### src/rtl/phy_scan_pkg.sv
// Shared definitions for the PHY address scanner.
// Assumes a 5-bit management address space and a 16-bit register width.
package phy_scan_pkg;
    typedef enum logic [1:0] {
        SC_IDLE = 2'd0,
        SC_PRE  = 2'd1,
        SC_POST = 2'd2,
        SC_DONE = 2'd3
    } scan_state_t;

    localparam logic [4:0] STATUS_REG_NUM = 5'd1;
endpackage

### src/rtl/scan_idle_timer.sv
// Counts consecutive cycles spent waiting for the management port.
// Assumes 'run' is high only while a wait is in progress.
// 'expire' pulses in the LIMIT-th consecutive waiting cycle.
module scan_idle_timer #(
    parameter int LIMIT = 64
) (
    input  logic clk,
    input  logic rst_n,
    input  logic run,
    output logic expire
);
    localparam int CW = $clog2(LIMIT + 1);

    logic [CW-1:0] cnt;

    assign expire = run && (cnt == CW'(LIMIT - 1));

    // Advance while waiting; restart on any break or on expiry.
    always_ff @(posedge clk) begin
        if (!rst_n)
            cnt <= '0;
        else if (!run || expire)
            cnt <= '0;
        else
            cnt <= cnt + 1'b1;
    end


    timer_bound_chk: assert property (@(posedge clk) disable iff (!rst_n)
        cnt < CW'(LIMIT));
endmodule

### src/rtl/scan_candidate_check.sv
// Decides whether a status word could come from a present PHY.
// It rejects the all-ones word and any word missing a capability bit.
module scan_candidate_check #(
    parameter int          DATA_W     = 16,
    parameter logic [15:0] NEED_MASK  = 16'h1808,
    parameter logic [15:0] EMPTY_WORD = 16'hFFFF
) (
    input  logic [DATA_W-1:0] word,
    output logic              ok
);
    localparam logic [DATA_W-1:0] MASK_W  = DATA_W'(NEED_MASK);
    localparam logic [DATA_W-1:0] EMPTY_W = DATA_W'(EMPTY_WORD);

    // Acceptance test: not empty and every capability bit present.
    always_comb ok = (word != EMPTY_W) && ((word & MASK_W) == MASK_W);
endmodule

### src/rtl/phy_addr_scanner.sv
// Sequencer that finds a PHY by reading status registers through a
// management controller. It tries the preferred address first, then
// sweeps from the highest address downward.
// Assumes the controller takes rd_req only while mgmt_idle is high and
// drops mgmt_idle in the following cycle.
module phy_addr_scanner #(
    parameter int          ADDR_W       = 5,
    parameter int          DATA_W       = 16,
    parameter int          IDLE_TIMEOUT = 64,
    parameter logic [15:0] NEED_MASK    = 16'h1808
) (
    input  logic              clk,
    input  logic              rst_n,
    input  logic              start,
    input  logic              pref_valid,
    input  logic [ADDR_W-1:0] pref_addr,
    input  logic              mgmt_idle,
    input  logic [DATA_W-1:0] rd_data,
    output logic              rd_req,
    output logic [ADDR_W-1:0] rd_phy,
    output logic [ADDR_W-1:0] rd_reg,
    output logic              busy,
    output logic              done,
    output logic              found,
    output logic [ADDR_W-1:0] phy_addr
);
    import phy_scan_pkg::*;

    localparam logic [ADDR_W-1:0] TOP_ADDR = '1;

    scan_state_t       state;
    logic [ADDR_W-1:0] cur_addr;
    logic              pref_phase;
    logic              found_q;
    logic [ADDR_W-1:0] addr_q;
    logic              word_ok;
    logic              expire;
    logic              waiting;
    logic              start_ok;
    logic              probe_pass;
    logic              probe_fail;

    scan_candidate_check #(
        .DATA_W    (DATA_W),
        .NEED_MASK (NEED_MASK),
        .EMPTY_WORD(16'hFFFF)
    ) u_check (
        .word(rd_data),
        .ok  (word_ok)
    );

    scan_idle_timer #(
        .LIMIT(IDLE_TIMEOUT)
    ) u_timer (
        .clk   (clk),
        .rst_n (rst_n),
        .run   (waiting),
        .expire(expire)
    );

    // Decode waits, probe outcomes and request strobes from the state.
    always_comb begin
        waiting    = ((state == SC_PRE) || (state == SC_POST)) && !mgmt_idle;
        start_ok   = start && ((state == SC_IDLE) || (state == SC_DONE));
        probe_pass = (state == SC_POST) && mgmt_idle && word_ok;
        probe_fail = ((state == SC_POST) && mgmt_idle && !word_ok) ||
                     (((state == SC_PRE) || (state == SC_POST)) && expire);
        rd_req     = (state == SC_PRE) && mgmt_idle;
    end

    // Main sequencer: start, probe, advance to next candidate or finish.
    always_ff @(posedge clk) begin
        if (!rst_n) begin
            state      <= SC_IDLE;
            cur_addr   <= '0;
            pref_phase <= 1'b0;
            found_q    <= 1'b0;
            addr_q     <= '0;
        end else if (start_ok) begin
            state      <= SC_PRE;
            cur_addr   <= pref_valid ? pref_addr : TOP_ADDR;
            pref_phase <= pref_valid;
            found_q    <= 1'b0;
            addr_q     <= '0;
        end else if (probe_pass) begin
            state   <= SC_DONE;
            found_q <= 1'b1;
            addr_q  <= cur_addr;
        end else if (probe_fail) begin
            if (pref_phase) begin
                pref_phase <= 1'b0;
                cur_addr   <= TOP_ADDR;
                state      <= SC_PRE;
            end else if (cur_addr == '0) begin
                state <= SC_DONE;
            end else begin
                cur_addr <= cur_addr - 1'b1;
                state    <= SC_PRE;
            end
        end else if (rd_req) begin
            state <= SC_POST;
        end
    end

    assign rd_phy   = cur_addr;
    assign rd_reg   = ADDR_W'(STATUS_REG_NUM);
    assign busy     = (state == SC_PRE) || (state == SC_POST);
    assign done     = (state == SC_DONE);
    assign found    = found_q;
    assign phy_addr = addr_q;


    req_single_chk: assert property (@(posedge clk) disable iff (!rst_n)
        rd_req |=> !rd_req);


    accept_word_chk: assert property (@(posedge clk) disable iff (!rst_n)
        $rose(found) |-> ($past(rd_data) != DATA_W'(16'hFFFF)) &&
                         (($past(rd_data) & DATA_W'(NEED_MASK)) == DATA_W'(NEED_MASK)));


    busy_ignore_start_chk: assert property (@(posedge clk) disable iff (!rst_n)
        (busy && start) |=> (busy || done));


    flags_excl_chk: assert property (@(posedge clk) disable iff (!rst_n)
        !(busy && done) && (!found || done));
endmodule

### config.mk
export PLATFORM = sky130hd
export DESIGN_NAME = phy_addr_scanner
export DESIGN_NICKNAME = d
export VERILOG_FILES = /design/src/rtl/phy_scan_pkg.sv /design/src/rtl/scan_idle_timer.sv /design/src/rtl/scan_candidate_check.sv /design/src/rtl/phy_addr_scanner.sv
export SDC_FILE = /design/constraint.sdc
export NUM_CORES = 1
export LEC_CHECK = 0
export BUFFER_PORTS_ARGS = -buffer_cell sky130_fd_sc_hd__buf_4
export CORE_AREA = 2 2 53 55
export CTS_CLUSTER_DIAMETER = 60
export DETAILED_ROUTE_END_ITERATION = 12
export DIE_AREA = 0 0 55 57
export GPL_TIMING_DRIVEN = 0
export PLACE_DENSITY = 0.74
export REMOVE_ABC_BUFFERS = 1
export SLEW_MARGIN = 20
export SYNTH_ARGS = -nofsm -noshare
export SYNTH_HDL_FRONTEND = slang
export SYNTH_SLANG_ARGS = --single-unit
### constraint.sdc
create_clock -name clk -period 2.8 [get_ports clk]
set_input_delay 0.14 -clock clk [delete_from_list [all_inputs] [get_ports clk]]
set_output_delay 0.14 -clock clk [all_outputs]
set_load 0.005 [all_outputs]
# Word level (Yosys, flattened, before mapping)
# Cells that the tools add are included.
word_totals:
  wordCells: 58
  ff_bits: 21
  input_bits: 26
  out_inout_bits: 19
classes:
  n_mux: 15
  eq_ne: 8
  n_reduce_logical: 25
  bitwise: 1
  addsub: 2
ops:
  columns: ["cell", "n"]
  rows:
  - ["5-bit two-way mux", 6]
  - ["16-bit inequality test (second input constant)", 1]
  - ["2-bit two-way mux", 5]
  - ["1-bit logical AND", 9]
  - ["7-bit by 1-bit adder with 7-bit output (second input constant)", 1]
  - ["7-bit by 6-bit equality test with 1-bit output (second input constant)", 1]
  - ["5-bit zero test", 1]
  - ["5-bit by 1-bit subtractor with 5-bit output (second input constant)", 1]
  - ["2-bit equality test (second input constant)", 2]
  - ["1-bit logical OR", 4]
  - ["1-bit two-way mux", 4]
  - ["4-bit nonzero test", 1]
  - ["2-bit OR reduction", 2]
  - ["3-bit equality test (second input constant)", 1]
  - ["1-bit zero test", 3]
  - ["3-bit inequality test (second input constant)", 1]
  - ["3-bit AND reduction", 1]
  - ["3-bit nonzero test", 1]
  - ["2-bit by 1-bit equality test with 1-bit output (second input constant)", 1]
  - ["2-bit zero test", 1]
  - ["2-bit inequality test (second input constant)", 1]
  - ["2-bit AND reduction", 1]
  - ["2-bit nonzero test", 1]
  - ["1-bit NOT", 1]

# Longest topological paths before layout
depth:
  depth_word: 9
  ltp_mapped: 7

# Hierarchy
# A second synthesis with hierarchy kept.
hier_totals:
  hier_cells: 128
  area_unflattened_um2: 1116.1
modules_own_cells:
  columns: ["mod", "area_per_inst_um2", "seq_area_each_um2", "cells_each", "instances"]
  rows:
  - ["phy_addr_scanner", 793.3, 280.3, 90, 1]
  - ["scan_idle_timer", 286.5, 140.1, 31, 1]
  - ["scan_candidate_check", 36.3, 0.0, 7, 1]

# Worst setup path after synthesis
# Ideal clock, no wire load.
synth_timing:
  path_type: "reg-to-reg"
  start: "register state[0]"
  end: "register cur_addr[2], in the netlist rd_phy[2]"
  stages_incl_launch_ff: 8
  arrival_time_ns: 1.958
  t_required_ns: 2.728
  slack_ns: 0.771
  setup_time_ns: 0.072
  period_less_slack_ns: 2.029
  cell_sequence: "dfxtp_1 inv_1 ha_1 or2_4 o41ai_4 o31ai_2 o21ai_4 mux2i_1"
synth_between:
  elab_chain_cells: 8
synth_lines:
  columns: ["item", "line_no", "rtl"]
  rows:
  - ["start, declared", "phy_addr_scanner.sv:31", "scan_state_t state;"]
  - ["start signal, assigned", "phy_addr_scanner.sv:74", "state <= SC_IDLE;"]
  - ["start signal, assigned", "phy_addr_scanner.sv:80", "state <= SC_PRE;"]
  - ["start signal, assigned", "phy_addr_scanner.sv:86", "state <= SC_DONE;"]
  - ["2-bit by 1-bit equality test with 1-bit output or 2-bit equality test (tied branches)", null, null]
  - ["1-bit logical OR", "phy_addr_scanner.sv:63, phy_addr_scanner.sv:67", null]
  - ["1-bit logical AND", "phy_addr_scanner.sv:63", "waiting = ((state == SC_PRE) || (state == SC_POST)) && !mgmt_idle;"]
  - ["1-bit logical AND", "scan_idle_timer.sv:16", "assign expire = run && (cnt == CW'(LIMIT - 1));"]
  - ["1-bit logical AND", "phy_addr_scanner.sv:67", "(((state == SC_PRE) || (state == SC_POST)) && expire);"]
  - ["1-bit logical OR", "phy_addr_scanner.sv:66", "probe_fail = ((state == SC_POST) && mgmt_idle && !word_ok) ||"]
  - ["2-bit nonzero test (no source line)", null, null]
  - ["3-bit AND reduction (no source line)", null, null]
  - ["end signal, assigned", "phy_addr_scanner.sv:81", "cur_addr <= pref_valid ? pref_addr : TOP_ADDR;"]
  - ["end signal, assigned", "phy_addr_scanner.sv:97", "cur_addr <= cur_addr - 1'b1;"]
  - ["end, declared", "phy_addr_scanner.sv:32", "logic [ADDR_W-1:0] cur_addr;"]
# Several ways; a longest one is shown, not always the timed one.
# A chain may end at the register's enable or synchronous reset.

# Final worst setup path
layout_timing:
  start: "register state[0]"
  end: "register cur_addr[1], in the netlist rd_phy[1]"
# Same word-level chain as after synthesis.

==> impl_metrics.py <==
metrics = {
    "floorplanning": {
        "initial_utilization_pct": 43.3,
        "die_w_um": 55,
        "design.portCount": 45,
        "rows": 19,
        "die_height_um": 57,
        "die-area_um2": 3140,
        "coreArea_um2": 2620,
    },
    "logic_synthesis": {
        "yosys_warnings": 0,
        "synth_seq_cells": 21,
        "synth.cell_area_um2": 1130,
        "yosysTopAreaCellShare_pct": 37.1,
        "synthesis.instances": 123,
        "ys_top_cells_by_area": "dfxtp_1 (37%), mux2i_1 (8.8%), nor2_1 (5.6%)",
        "synth_sequential_area_ratio_pct": 37.1,
        "yosysTopAreaCell": "dfxtp_1",
        "synth_cell_types": 32,
        "avgSynthCellArea_um2": 9.21,
    },
    "grt": {
        "grt_pass1_vias": 939,
        "grt-ovfl-total": 0,
        "grt_antenna_before_repair": 0,
        "grt_util_all_layers_pct": 16.7,
        "first_pass_grt_wire_length_um": 3940,
        "largest_net_degree_at_the_start_of_global_routing": 16,
    },
    "clock_tree": {
        "cts_root_buffer": "clkbuf_4",
        "clock_path_buffers": 2,
        "clk_transition_reported_paths_ps": 120,
        "clock_tree.htree_level_count": 1,
        "cts.sinks": 21,
        "post_cts_hold_buffer_count": 0,
        "post_cts_buffers": 0,
        "tritoncts": "yes",
        "cts-resized-gates": 0,
        "cts_made_buffers": 3,
        "clk-insertion-delay-late_ps": 320,
    },
    "cells_and_area": {
        "diodes_inserted": 0,
        "finalNetCount": 195,
        "area_grow_syn2layout_pct": 29.2,
        "share_of_layout_cells_above_drive_strength_1_pct": 31.9,
        "post-route-util_pct": 55.9,
        "design_area_um2": 1460,
    },
    "flow_run": {
        "max_cap_viol_count": 0,
    },
    "routing": {
        "drc": 0,
        "wirelength_routed_um": 2300,
        "vias": 964,
        "dr.first_iter.drc_count": 6,
        "antenna_violating_nets_post_route": 0,
        "wl_per_cell_um": 11.8,
        "viasPerCell": 4.97,
        "drt_pass1_iterations": 4,
    },
    "sta": {
        "timing.clock.skew_ps": 5.90,
        "hold_viol": 0,
        "setup_tns_final_ps": 0,
        "slew_headroom_pct": 66.7,
        "tightest_slew_ps": 498,
        "fin_crit_ps": 2240,
        "setup_viol": 0,
        "postLayoutSetupSlackWorst_ps": 561,
        "rsz0062_at_grt": "false",
        "max_freq_ghz": 0.447,
        "final_min_period_over_clock_period_pct": 80.0,
        "total_count_of_max_transition_violations_in_the_final_report": 0,
    },
    "worst_setup_path": {
        "worst_r2r_path_depth": 7,
        "r2r_end": "rd_phy[1]",
        "required_ps": 3050,
        "crit_path_start": "state[0]",
        "setup.worst_path.start_class": "flip-flop",
        "setup.worst_path.class": "reg -> reg",
        "critical_path_arrival_ps": 2490,
        "setup.worst_path.end": "rd_phy[1]",
        "critPathCaptureType": "flip-flop",
        "timing.critical_path.fanout_max": 5,
        "reg2reg_setup_slack_ps": 560,
        "r2r-start": "state[0]",
    },
    "outcome": {
        "status": "finished, final reports clean",
    },
    "power_and_ir_drop": {
        "power.leakage_nw": 0.639,
        "power_density_nw_per_um2": 471,
        "vdd.ir_drop.worst_uv": 385,
    },
    "placement": {
        "gp_congestion": 0.724,
        "place_ws_ps": 570,
        "place.port_buffers": 39,
        "post-dp-hpwl_um": 1850,
        "placed_area_um2": 1430,
    },
    "min_path": {
        "hold_path.class": "in -> reg",
    },
}
==> metrics by stage <==
stage | total power (W) | hold slack [ps] | instances
after CTS | 0.000695 | 63.8 | 194
final | 0.000689 | 67.6 | 194
after global routing | 0.000732 | 71.3 | 194
after global placement | 0.000534 | 392 | 190
after floorplan | 0.000456 | 268 | 120
after detailed placement | 0.000541 | 398 | 190
==> logic make-up after synthesis <==
family                   Yosys count  synth area share (%)
AND/OR/NAND/NOR                   52                  24.4
buffers and inverters             14                  6.41
flip-flops                        21                  37.1
adder cells (fa/ha/maj)            5                  5.52
other                              2                 0.663
multiplexers                      10                  8.84
AO/OA/AOI/OAI                     12                  11.6
XOR/XNOR                           7                  5.41
==> worst min-delay path by stage <==
stage,start,endpoint,slack [ps],cells after the start
finish,pref_valid,pref_phase,70,2
global route,pref_valid,pref_phase,70,2
CTS,pref_valid,pref_phase,60,2
detailed placement,pref_valid,pref_phase,400,2
global placement,pref_valid,pref_phase,390,2
floorplan,rst_n,state[0],270,1
==> worst max-delay path, stage by stage, from the launching register on <==
cell,delay [ps]
dfxtp_1,380
inv_1,70
ha_1,330
or2_4,290
o41ai_4,430
o31ai_2,170
o21ai_4,290
mux2i_1,220
==> final cells by class <==
class                           instances  area, um2
Fill cell                             248       1150
Multi-Input combinational cell         91        651
Sequential cell                        21        420
Timing Repair Buffer                   39        293
Tap cell                               31       38.8
Inverter                                8       30.0
Clock buffer                            3       22.5
Clock inverter                          1       7.51
==> flip-flops by register name, indices dropped and copies added, names as in the netlist <==
signal and cells:
u_timer.cnt 7, phy_addr 5, rd_phy 5, state 2
found 1, pref_phase 1
==> cells in the mapped netlist (all sizes together) <==
library cell and instances:
o31a 1, xor2 4, o41ai 1, or3 4, nor2 17, conb 2, o311ai 5, inv 8
mux2i 10, a32o 1, nand3 4, o21ai 2, nand3b 1, xnor2 3, nand4 2, nand2 12
and3 2, o31ai 2, nor4 1, and2 2, buf 6, ha 5, or2 2, dfxtp 21
nor3 5
==> metal layers <==
layer	vias to the layer above	global-route usage, %	part of all wire, %
li1	498	-	-
met3	3	2.62	4.5
met2	22	26.9	53
met5	-	0	0
met4	0	7.32	1.5
met1	441	21.7	41
==> cells in the final DEF, fill, tap and decap left out, drive strengths merged <==
cell type,instances
or3,4
nand4,2
and3,2
o31ai,2
a32o,1
and2,2
dfxtp,21
nand3,4
inv,8
conb,5
or2,2
mux2i,10
buf,39
nor2,17
xnor2,3
clkbuf,3
nand3b,1
clkinvlp,1
ha,5
o21ai,2
nor4,1
o311ai,5
nand2,12
o41ai,1
o31a,1
nor3,5
xor2,4
==> power breakdown <==
part | switching, W | leakage (nW) | internal (W)
logic | 0.0000841 | 0.454 | 0.0000999
clock network | 0.000101 | 0.0139 | 0.0000546
registers | 0.0000299 | 0.171 | 0.000320
total | 0.000215 | 0.639 | 0.000474
(Power assumes the default switching activity.)
